$ cat src/rtl/pmc_pkg.sv
package pmc_pkg;

    typedef enum logic [2:0] {
        ST_RUN,
        ST_IDLE,
        ST_IDLE_DLY,
        ST_SLEEP,
        ST_WAKE_WAIT,
        ST_WAKE_FB
    } pmc_state_e;

    typedef enum logic [1:0] {
        SRC_PRI = 2'd0,
        SRC_SEC = 2'd1,
        SRC_INT = 2'd2
    } pmc_src_e;

    localparam int NUM_SRC = 3;
    localparam int SEL_W   = 2;

    function automatic pmc_src_e sel_to_src(input logic [SEL_W-1:0] sel);
        if (sel[1])
            return SRC_INT;
        else if (sel[0])
            return SRC_SEC;
        else
            return SRC_PRI;
    endfunction

endpackage

$ cat src/rtl/pmc_src_decode.sv
module pmc_src_decode
    import pmc_pkg::*;
(
    input  logic [SEL_W-1:0]   clk_sel,
    input  logic [NUM_SRC-1:0] rdy_vec,
    output pmc_src_e           src,
    output logic [NUM_SRC-1:0] src_onehot,
    output logic               sel_rdy
);

    assign src = sel_to_src(clk_sel);

    for (genvar g = 0; g < NUM_SRC; g++) begin : g_onehot
        assign src_onehot[g] = (int'(src) == g);
    end

    assign sel_rdy = |(rdy_vec & src_onehot);

endmodule

$ cat src/rtl/pmc_wake_arb.sv
module pmc_wake_arb (
    input  logic wake_irq,
    input  logic wake_wdt,
    input  logic wake_rst,
    output logic wake_hard,
    output logic wake_soft
);

    // Reset request wins; interrupt and time-out share the regular path.
    assign wake_hard = wake_rst;
    assign wake_soft = (wake_irq | wake_wdt) & ~wake_rst;

endmodule

$ cat src/rtl/pmc_dly_cnt.sv
module pmc_dly_cnt #(
    parameter int DLY = 4
) (
    input  logic clk,
    input  logic rst_n,
    input  logic start,
    input  logic run,
    output logic done
);

    localparam int            CW   = (DLY < 2) ? 1 : $clog2(DLY);
    localparam logic [CW-1:0] LAST = CW'(DLY - 1);

    logic [CW-1:0] cnt;

    always_ff @(posedge clk or negedge rst_n) begin
        if (!rst_n)
            cnt <= '0;
        else if (start)
            cnt <= '0;
        else if (run && !done)
            cnt <= cnt + 1'b1;
    end

    assign done = run && (cnt == LAST);

endmodule

$ cat src/rtl/pwr_mode_ctrl.sv
module pwr_mode_ctrl
    import pmc_pkg::*;
#(
    parameter int WAKE_DLY = 4
) (
    input  logic                clk,
    input  logic                rst_n,
    input  logic                sleep_req,
    input  logic                idle_en,
    input  logic [1:0]          clk_sel,
    input  logic                wdt_sel,
    input  logic                sosc_en,
    input  logic                fallback_en,
    input  logic                wake_irq,
    input  logic                wake_wdt,
    input  logic                wake_rst,
    input  logic                pri_rdy,
    input  logic                sec_rdy,
    input  logic                int_rdy,
    output logic                cpu_clk_en,
    output logic                per_clk_en,
    output logic [2:0]          src_stat,
    output logic                pri_osc_en,
    output logic                sec_osc_en,
    output logic                int_osc_en,
    output logic                lf_osc_en,
    output logic                pri_running
);

    pmc_state_e          state, nxt;
    pmc_src_e            src;
    logic [NUM_SRC-1:0]  src_onehot;
    logic                sel_rdy;
    logic                wake_hard, wake_soft;
    logic                dly_start, dly_done;

    pmc_src_decode u_dec (
        .clk_sel    (clk_sel),
        .rdy_vec    ({int_rdy, sec_rdy, pri_rdy}),
        .src        (src),
        .src_onehot (src_onehot),
        .sel_rdy    (sel_rdy)
    );

    pmc_wake_arb u_arb (
        .wake_irq  (wake_irq),
        .wake_wdt  (wake_wdt),
        .wake_rst  (wake_rst),
        .wake_hard (wake_hard),
        .wake_soft (wake_soft)
    );

    pmc_dly_cnt #(.DLY(WAKE_DLY)) u_dly (
        .clk   (clk),
        .rst_n (rst_n),
        .start (dly_start),
        .run   (state == ST_IDLE_DLY),
        .done  (dly_done)
    );

    // State register
    always_ff @(posedge clk or negedge rst_n) begin
        if (!rst_n)
            state <= ST_RUN;
        else
            state <= nxt;
    end

    // Next-state logic
    always_comb begin
        nxt = state;
        if (wake_hard) begin
            nxt = ST_RUN;
        end else begin
            unique case (state)
                ST_RUN:       if (sleep_req) nxt = idle_en ? ST_IDLE : ST_SLEEP;
                ST_IDLE:      if (wake_soft) nxt = ST_IDLE_DLY;
                ST_IDLE_DLY:  if (dly_done)  nxt = ST_RUN;
                ST_SLEEP:     if (wake_soft)
                                  nxt = (fallback_en && src != SRC_INT) ? ST_WAKE_FB
                                                                        : ST_WAKE_WAIT;
                ST_WAKE_WAIT: if (sel_rdy)   nxt = ST_RUN;
                ST_WAKE_FB:   if (sel_rdy)   nxt = ST_RUN;
                default:                     nxt = ST_RUN;
            endcase
        end
    end

    assign dly_start = (state == ST_IDLE) && (nxt == ST_IDLE_DLY);

    // Output decode
    always_comb begin
        cpu_clk_en  = 1'b0;
        per_clk_en  = 1'b0;
        src_stat    = '0;
        pri_osc_en  = src_onehot[SRC_PRI];
        sec_osc_en  = sosc_en | src_onehot[SRC_SEC];
        int_osc_en  = src_onehot[SRC_INT];
        lf_osc_en   = wdt_sel;
        pri_running = 1'b0;
        unique case (state)
            ST_RUN: begin
                cpu_clk_en  = 1'b1;
                per_clk_en  = 1'b1;
                src_stat    = src_onehot;
                pri_running = src_onehot[SRC_PRI];
            end
            ST_IDLE, ST_IDLE_DLY: begin
                per_clk_en  = 1'b1;
                src_stat    = src_onehot;
                pri_running = src_onehot[SRC_PRI];
            end
            ST_SLEEP: begin
                pri_osc_en  = 1'b0;
                sec_osc_en  = sosc_en;
                int_osc_en  = 1'b0;
            end
            ST_WAKE_WAIT: begin
                // gated; selected oscillator starting
            end
            ST_WAKE_FB: begin
                cpu_clk_en  = 1'b1;
                per_clk_en  = 1'b1;
                int_osc_en  = 1'b1;
                src_stat    = 3'b100;
            end
            default: begin
                cpu_clk_en  = 1'b0;
            end
        endcase
    end

endmodule

$ cat config.mk
export PLATFORM = sky130hd
export DESIGN_NAME = pwr_mode_ctrl
export DESIGN_NICKNAME = d
export VERILOG_FILES = /design/src/rtl/pmc_pkg.sv /design/src/rtl/pmc_src_decode.sv /design/src/rtl/pmc_wake_arb.sv /design/src/rtl/pmc_dly_cnt.sv /design/src/rtl/pwr_mode_ctrl.sv
export SDC_FILE = /design/constraint.sdc
export NUM_CORES = 1
export LEC_CHECK = 0
export BUFFER_PORTS_ARGS = -buffer_cell sky130_fd_sc_hd__clkbuf_2
export CAP_MARGIN = 20
export CORE_AREA = 10 10 47 49
export DETAILED_ROUTE_END_ITERATION = 10
export DIE_AREA = 0 0 57 59
export GPL_TIMING_DRIVEN = 0
export PLACE_DENSITY = 0.71
export SETUP_SLACK_MARGIN = 0.15
export SYNTH_ARGS = -nofsm -noshare
export SYNTH_HDL_FRONTEND = slang
export SYNTH_SLANG_ARGS = --single-unit
export TNS_END_PERCENT = 10
$ cat constraint.sdc
create_clock -name clk -period 1.5 [get_ports clk]
set_clock_uncertainty 0.1 [all_clocks]
set_input_delay 0.075 -clock clk [delete_from_list [all_inputs] [get_ports clk]]
set_output_delay 0.075 -clock clk [all_outputs]
set_load 0.1 [all_outputs]
After elaboration in Yosys (flattened, before gate mapping)
Cells that the tools add are included.
{"block": "classes", "muxes": 20, "n_eq_ne": 10, "bitwise": 5, "add_sub_neg": 1, "n_reduce_logical": 13}
{"op": "2-to-1 mux 3 bit", "n": 6}
{"op": "one-hot mux 3 bit (5 select lines)", "n": 1}
{"op": "equality test 3 x 2 -> 1 bit (second input constant)", "n": 3}
{"op": "2-to-1 mux 2 bit", "n": 4}
{"op": "2-to-1 mux 1 bit", "n": 7}
{"op": "equality test 2 bit (second input constant)", "n": 3}
{"op": "equality test 3 bit (second input constant)", "n": 2}
{"op": "one-hot mux 3 bit (2 select lines)", "n": 1}
{"op": "OR reduction 3 bit", "n": 2}
{"op": "logical AND 1 bit", "n": 4}
{"op": "OR reduction 2 bit", "n": 2}
{"op": "OR reduction 4 bit", "n": 1}
{"op": "AND 3 bit", "n": 1}
{"op": "equality test 3 x 1 -> 1 bit (second input constant)", "n": 1}
{"op": "logical NOT 3 bit", "n": 1}
{"op": "adder 2 x 1 -> 2 bit (second input constant)", "n": 1}
{"op": "logical NOT 2 bit", "n": 1}
{"op": "!= test 2 bit (second input constant)", "n": 1}
{"op": "OR 1 bit", "n": 2}
{"op": "one-hot mux 1 bit (2 select lines)", "n": 1}
{"op": "nonzero test 2 bit", "n": 1}
{"op": "AND 1 bit", "n": 1}
{"op": "logical NOT 1 bit", "n": 1}
{"op": "inverter 1 bit", "n": 1}
{"block": "totals", "regBits": 5}

Longest topological paths before layout
{"block": "depth", "depth_word": 11, "depth_mapped": 4}

By module
Synthesis repeated with hierarchy kept, for this count alone.
{"block": "hier_totals", "hier_cells": 63, "area_unflattened_um2": 518.0}
{"module": "pwr_mode_ctrl", "area_per_inst_um2": 321.6, "cells_per_inst": 42, "n_inst": 1, "seq_area_each_um2": 75.1}
{"module": "pmc_dly_cnt", "area_per_inst_um2": 131.4, "cells_per_inst": 11, "n_inst": 1, "seq_area_each_um2": 50.0}
{"module": "pmc_src_decode", "area_per_inst_um2": 47.5, "cells_per_inst": 8, "n_inst": 1, "seq_area_each_um2": 0.0}
{"module": "pmc_wake_arb", "area_per_inst_um2": 17.5, "cells_per_inst": 2, "n_inst": 1, "seq_area_each_um2": 0.0}

Least setup slack after synthesis
OpenSTA, ideal clock, no wires.
{"block": "synth_path", "path_kind": "flip-flop to output port", "from": "register state[2]", "to": "output src_stat[2]", "arrival_time_ns": 3.518, "path_stages_with_launch": 4, "path_buffers": 0, "setup_slack_ns": -2.193, "t_required_ns": 1.325, "cell_sequence": "dfrtp_1 -> nor2b_1 -> a21oi_1 -> nor2b_1"}
{"block": "synth_between", "elab_chain_len": 3}
{"item": "from (decl)", "line": "pwr_mode_ctrl.sv:30", "source": "pmc_state_e state, nxt;"}
{"item": "from (signal assigned)", "line": "pwr_mode_ctrl.sv:66", "source": "state <= nxt;"}
{"item": "equality test 3 x 1 -> 1 bit (tied with other cells)", "line": "pwr_mode_ctrl.sv:101", "source": "unique case (state)"}
{"item": "OR reduction 3 bit (no source line)"}
{"item": "one-hot mux 3 bit (2 select lines) (*)", "line": "pwr_mode_ctrl.sv:101"}
{"item": "to (decl)", "line": "pwr_mode_ctrl.sv:22", "source": "output logic [2:0] src_stat,"}
Every way passes the cells marked *; elsewhere a longest branch is shown, timed or not.

Worst setup path in the final report
{"block": "layout_path", "from": "register state[0]", "to": "output int_osc_en"}
{"block": "layout_between", "elab_chain_len": 2}
{"item": "equality test 3 bit or equality test 3 x 2 -> 1 bit (tied branches)", "line": "pwr_mode_ctrl.sv:101"}
{"item": "one-hot mux 1 bit (2 select lines) (*)", "line": "pwr_mode_ctrl.sv:101"}
{"item": "to (decl)", "line": "pwr_mode_ctrl.sv:25", "source": "output logic int_osc_en,"}
Marked as above.

==> results.yml <==
outcome:
  run_status: "complete, but fails checks"
  violations_in_the_final_reports: "negative setup slack"
floorplanning:
  design.die.area_um2: 3360
  fp.dieW_um: 57
  core_area_um2: 1400
  num_io_pins: 25
  floorplan.initialDensity_pct: 33.1
  placementRows: 14
  fp.dieH_um: 59
critical_path:
  worst_setup_path_category: "register to primary output"
  timing.rr.start: "state[0]$_DFF_PN0_"
  r2r-end: "u_dly.cnt[1]$_DFFE_PN0P_"
  r2r.worst_path.cells: 5
  crit_path_max_fanout: 7
  end_kind: "primary output"
  critPathRequiredTime_ps: 1320
  arrival_ps: 1420
  reg2reg_setup_slack_ps: -40
  cp-start-kind: "register"
power:
  power_per_cell_area_nw_per_um2: 1010
  vdd_ir_drop_max_mv: 0.684
  leakage_nw: 0.471
  power_w: 0.00103
clock_network:
  clkLatencyLatePin_ps: 250
  clockBufferDepth: 2
  clockRootBuffer: "sky130_fd_sc_hd__clkbuf_4"
  worst_setup_hold_path_clk_slew_ps: 40
  tritoncts: "built"
  numClockSinks: 5
  cts-htree-levels: 1
  cts-buffers-inserted: 3
synthesis:
  post-synth-top-area-fraction_pct: 27.0
  synthesis.yosys.warnings: 0
  synth.avg_cell_area_um2: 8.93
  synth_edf_count: 0
  synth.top_cells.by_area: "sky130_fd_sc_hd__dfrtp_1, sky130_fd_sc_hd__nor2b_1, sky130_fd_sc_hd__nor4b_4, sky130_fd_sc_hd__mux2i_1, sky130_fd_sc_hd__a31oi_1"
  ys.flop_type: "sky130_fd_sc_hd__dfrtp_1"
  ys_seq_elements: 5
  synth_top_cell_by_area: "sky130_fd_sc_hd__dfrtp_1"
  post_synth_num_cell_types: 30
  synth.cell_area_um2: 464
  synth_commonest_cells: "sky130_fd_sc_hd__dfrtp_1, sky130_fd_sc_hd__nand2_1, sky130_fd_sc_hd__nor2_1, sky130_fd_sc_hd__nor2b_1, sky130_fd_sc_hd__a31oi_1"
  seq_area_frac_synth_pct: 27.0
  synth_fp_nets: 68
  ys_async_sr_fraction_pct: 100
  netlist_instances: 52
cells_and_area:
  drive_gt1_share_pct: 69.6
  layout.nets: 109
  area_growth_syn_to_layout_pct: 121
  antenna-diode-count: 0
job:
  count_of_max_cap_constraint_violations: 0
timing:
  fmax_mhz: 627
  rsz_0062_raised_after_global_routing: "true"
  hold_viol: 0
  whs_ps: 37.5
  final-setup-viol-count: 10
  post-route-period-util_pct: 106
  max_slew_margin_pct: 64.0
  timing.final.ws_setup_ps: -94.3
  timing_max_transition_violations_final: 0
  tightestPinTransition_ps: 542
  finalCriticalPeriod_ps: 1590
route:
  via_count: 605
  drt_wl_total_um: 2110
  avgRoutedWirePerCell_um: 19.5
  drt_first_iter_violations: 7
  route.antenna.remaining_nets: 0
  first_pass_iters: 4
  viasPerCell: 5.60
  route.detailed.drc: 0
grt:
  grt_pass1_vias: 658
  grt_first_pass_wirelength_um: 3180
  grt_overflow: 0
  antenna_found_initial: 0
  grt_start_max_net_pins: 11
  grt.total_usage_pct: 11.7
worst_hold_path:
  worstHoldPathCells: 3
  holdCritPathClass: "input port to register"
  hold_path_end: "state[0]$_DFF_PN0_"
  timing.hold.worst.start: "wake_rst"
placed_design:
  dp_hpwl_um: 1100
  io_buffer_count: 23
  gpl.final_weighted_congestion: 0.787
-- flip-flops by register name, indices dropped and copies added (netlist names) --
signal and cells:
u_dly.cnt 2, state 3
-- worst max-delay path by stage --
stage                             startpoint           to  slack, ps  cells after the start
final                     state[0]$_DFF_PN0_   int_osc_en        -90                      5
after global routing      state[0]$_DFF_PN0_   int_osc_en       -130                      5
after CTS                 state[0]$_DFF_PN0_   int_osc_en        -50                      5
after detailed placement  state[2]$_DFF_PN0_  src_stat[0]       -260                      5
after global placement    state[2]$_DFF_PN0_  pri_running       -240                      5
after floorplan           state[0]$_DFF_PN0_  src_stat[2]       -480                      3
-- power by group --
part / internal, W / switching [W]
clock: 0.000101 / 0.0000601
combinational: 0.000288 / 0.000378
sequential: 0.000171 / 0.0000323
-- layout make-up --
cell class                 instances  area [um2]
inverter                           2        10.0
sequential                         5         126
timing repair buffer              36         380
clock buffer                       4        26.3
tap                               16        20.0
buffer                             4        41.3
fill                              81         377
multi-input combinational         41         420
-- timing repair --
item | 4_1_cts | 5_1_grt
hold endpoints to repair | 6 | 0
gates resized for setup | 43 | 6
buffers inserted | 8 | 3
setup endpoints to repair | 12 | 13
hold buffers | 2 | 0
pin swaps | 8 | 9
-- cells in the final DEF (no fill, tap or decap), types with 2 or more instances in the layout --
cell and count:
sky130_fd_sc_hd__clkbuf_2 14, sky130_fd_sc_hd__nor2_4 3, sky130_fd_sc_hd__a31oi_1 2, sky130_fd_sc_hd__clkbuf_16 8, sky130_fd_sc_hd__buf_4 13, sky130_fd_sc_hd__nor2b_4 3
sky130_fd_sc_hd__dfrtp_1 4, sky130_fd_sc_hd__buf_6 3, sky130_fd_sc_hd__mux2i_1 2, sky130_fd_sc_hd__nand2_1 3, sky130_fd_sc_hd__a21o_1 2, sky130_fd_sc_hd__dlygate4sd3_1 2
sky130_fd_sc_hd__clkbuf_4 3
-- metrics by stage --
step	instances	util (%)	instance area [um2]	TNS, ps	setup slack, ps
floorplan	52	-	513	-2350	-478
global placement	91	46.3	648	-1180	-244
detailed placement	91	46.3	648	-1310	-262
CTS	105	70.2	983	-260	-51.3
global route	108	73.1	1020	-1020	-126
finish	108	73.1	1020	-603	-94.3
-- per-layer routing --
| layer | up-vias | global-route usage [%] | routed length [um] |
|---|---|---|---|
| li1 | 273 | - | - |
| met1 | 308 | 13.5 | 936 |
| met2 | 22 | 20.9 | 1120 |
| met3 | 2 | 1.50 | 37 |
| met4 | 0 | 5.03 | 14 |
| met5 | - | 0 | 0 |
-- kinds of logic (layout without fill, tap and decap cells) --
| kind of cell | Yosys count | count (layout) | share of synthesized area [%] |
|---|---|---|---|
| xor+xnor | 1 | 1 | 1.89 |
| mux | 2 | 2 | 4.31 |
| simple gates | 22 | 22 | 29.4 |
| fa+ha+maj | 1 | 1 | 2.69 |
| buf+inv | 6 | 46 | 8.35 |
| flops | 5 | 5 | 27.0 |
| compound gates | 15 | 15 | 26.4 |
-- critical path, stage by stage (launching register included) --
cell                        delay (ps)
sky130_fd_sc_hd__dfrtp_1           420
sky130_fd_sc_hd__buf_6             160
sky130_fd_sc_hd__and2b_1           180
sky130_fd_sc_hd__o21ai_2           120
sky130_fd_sc_hd__nand2_1            90
sky130_fd_sc_hd__clkbuf_16         200
Note: power is estimated with default switching activity, not from simulation.
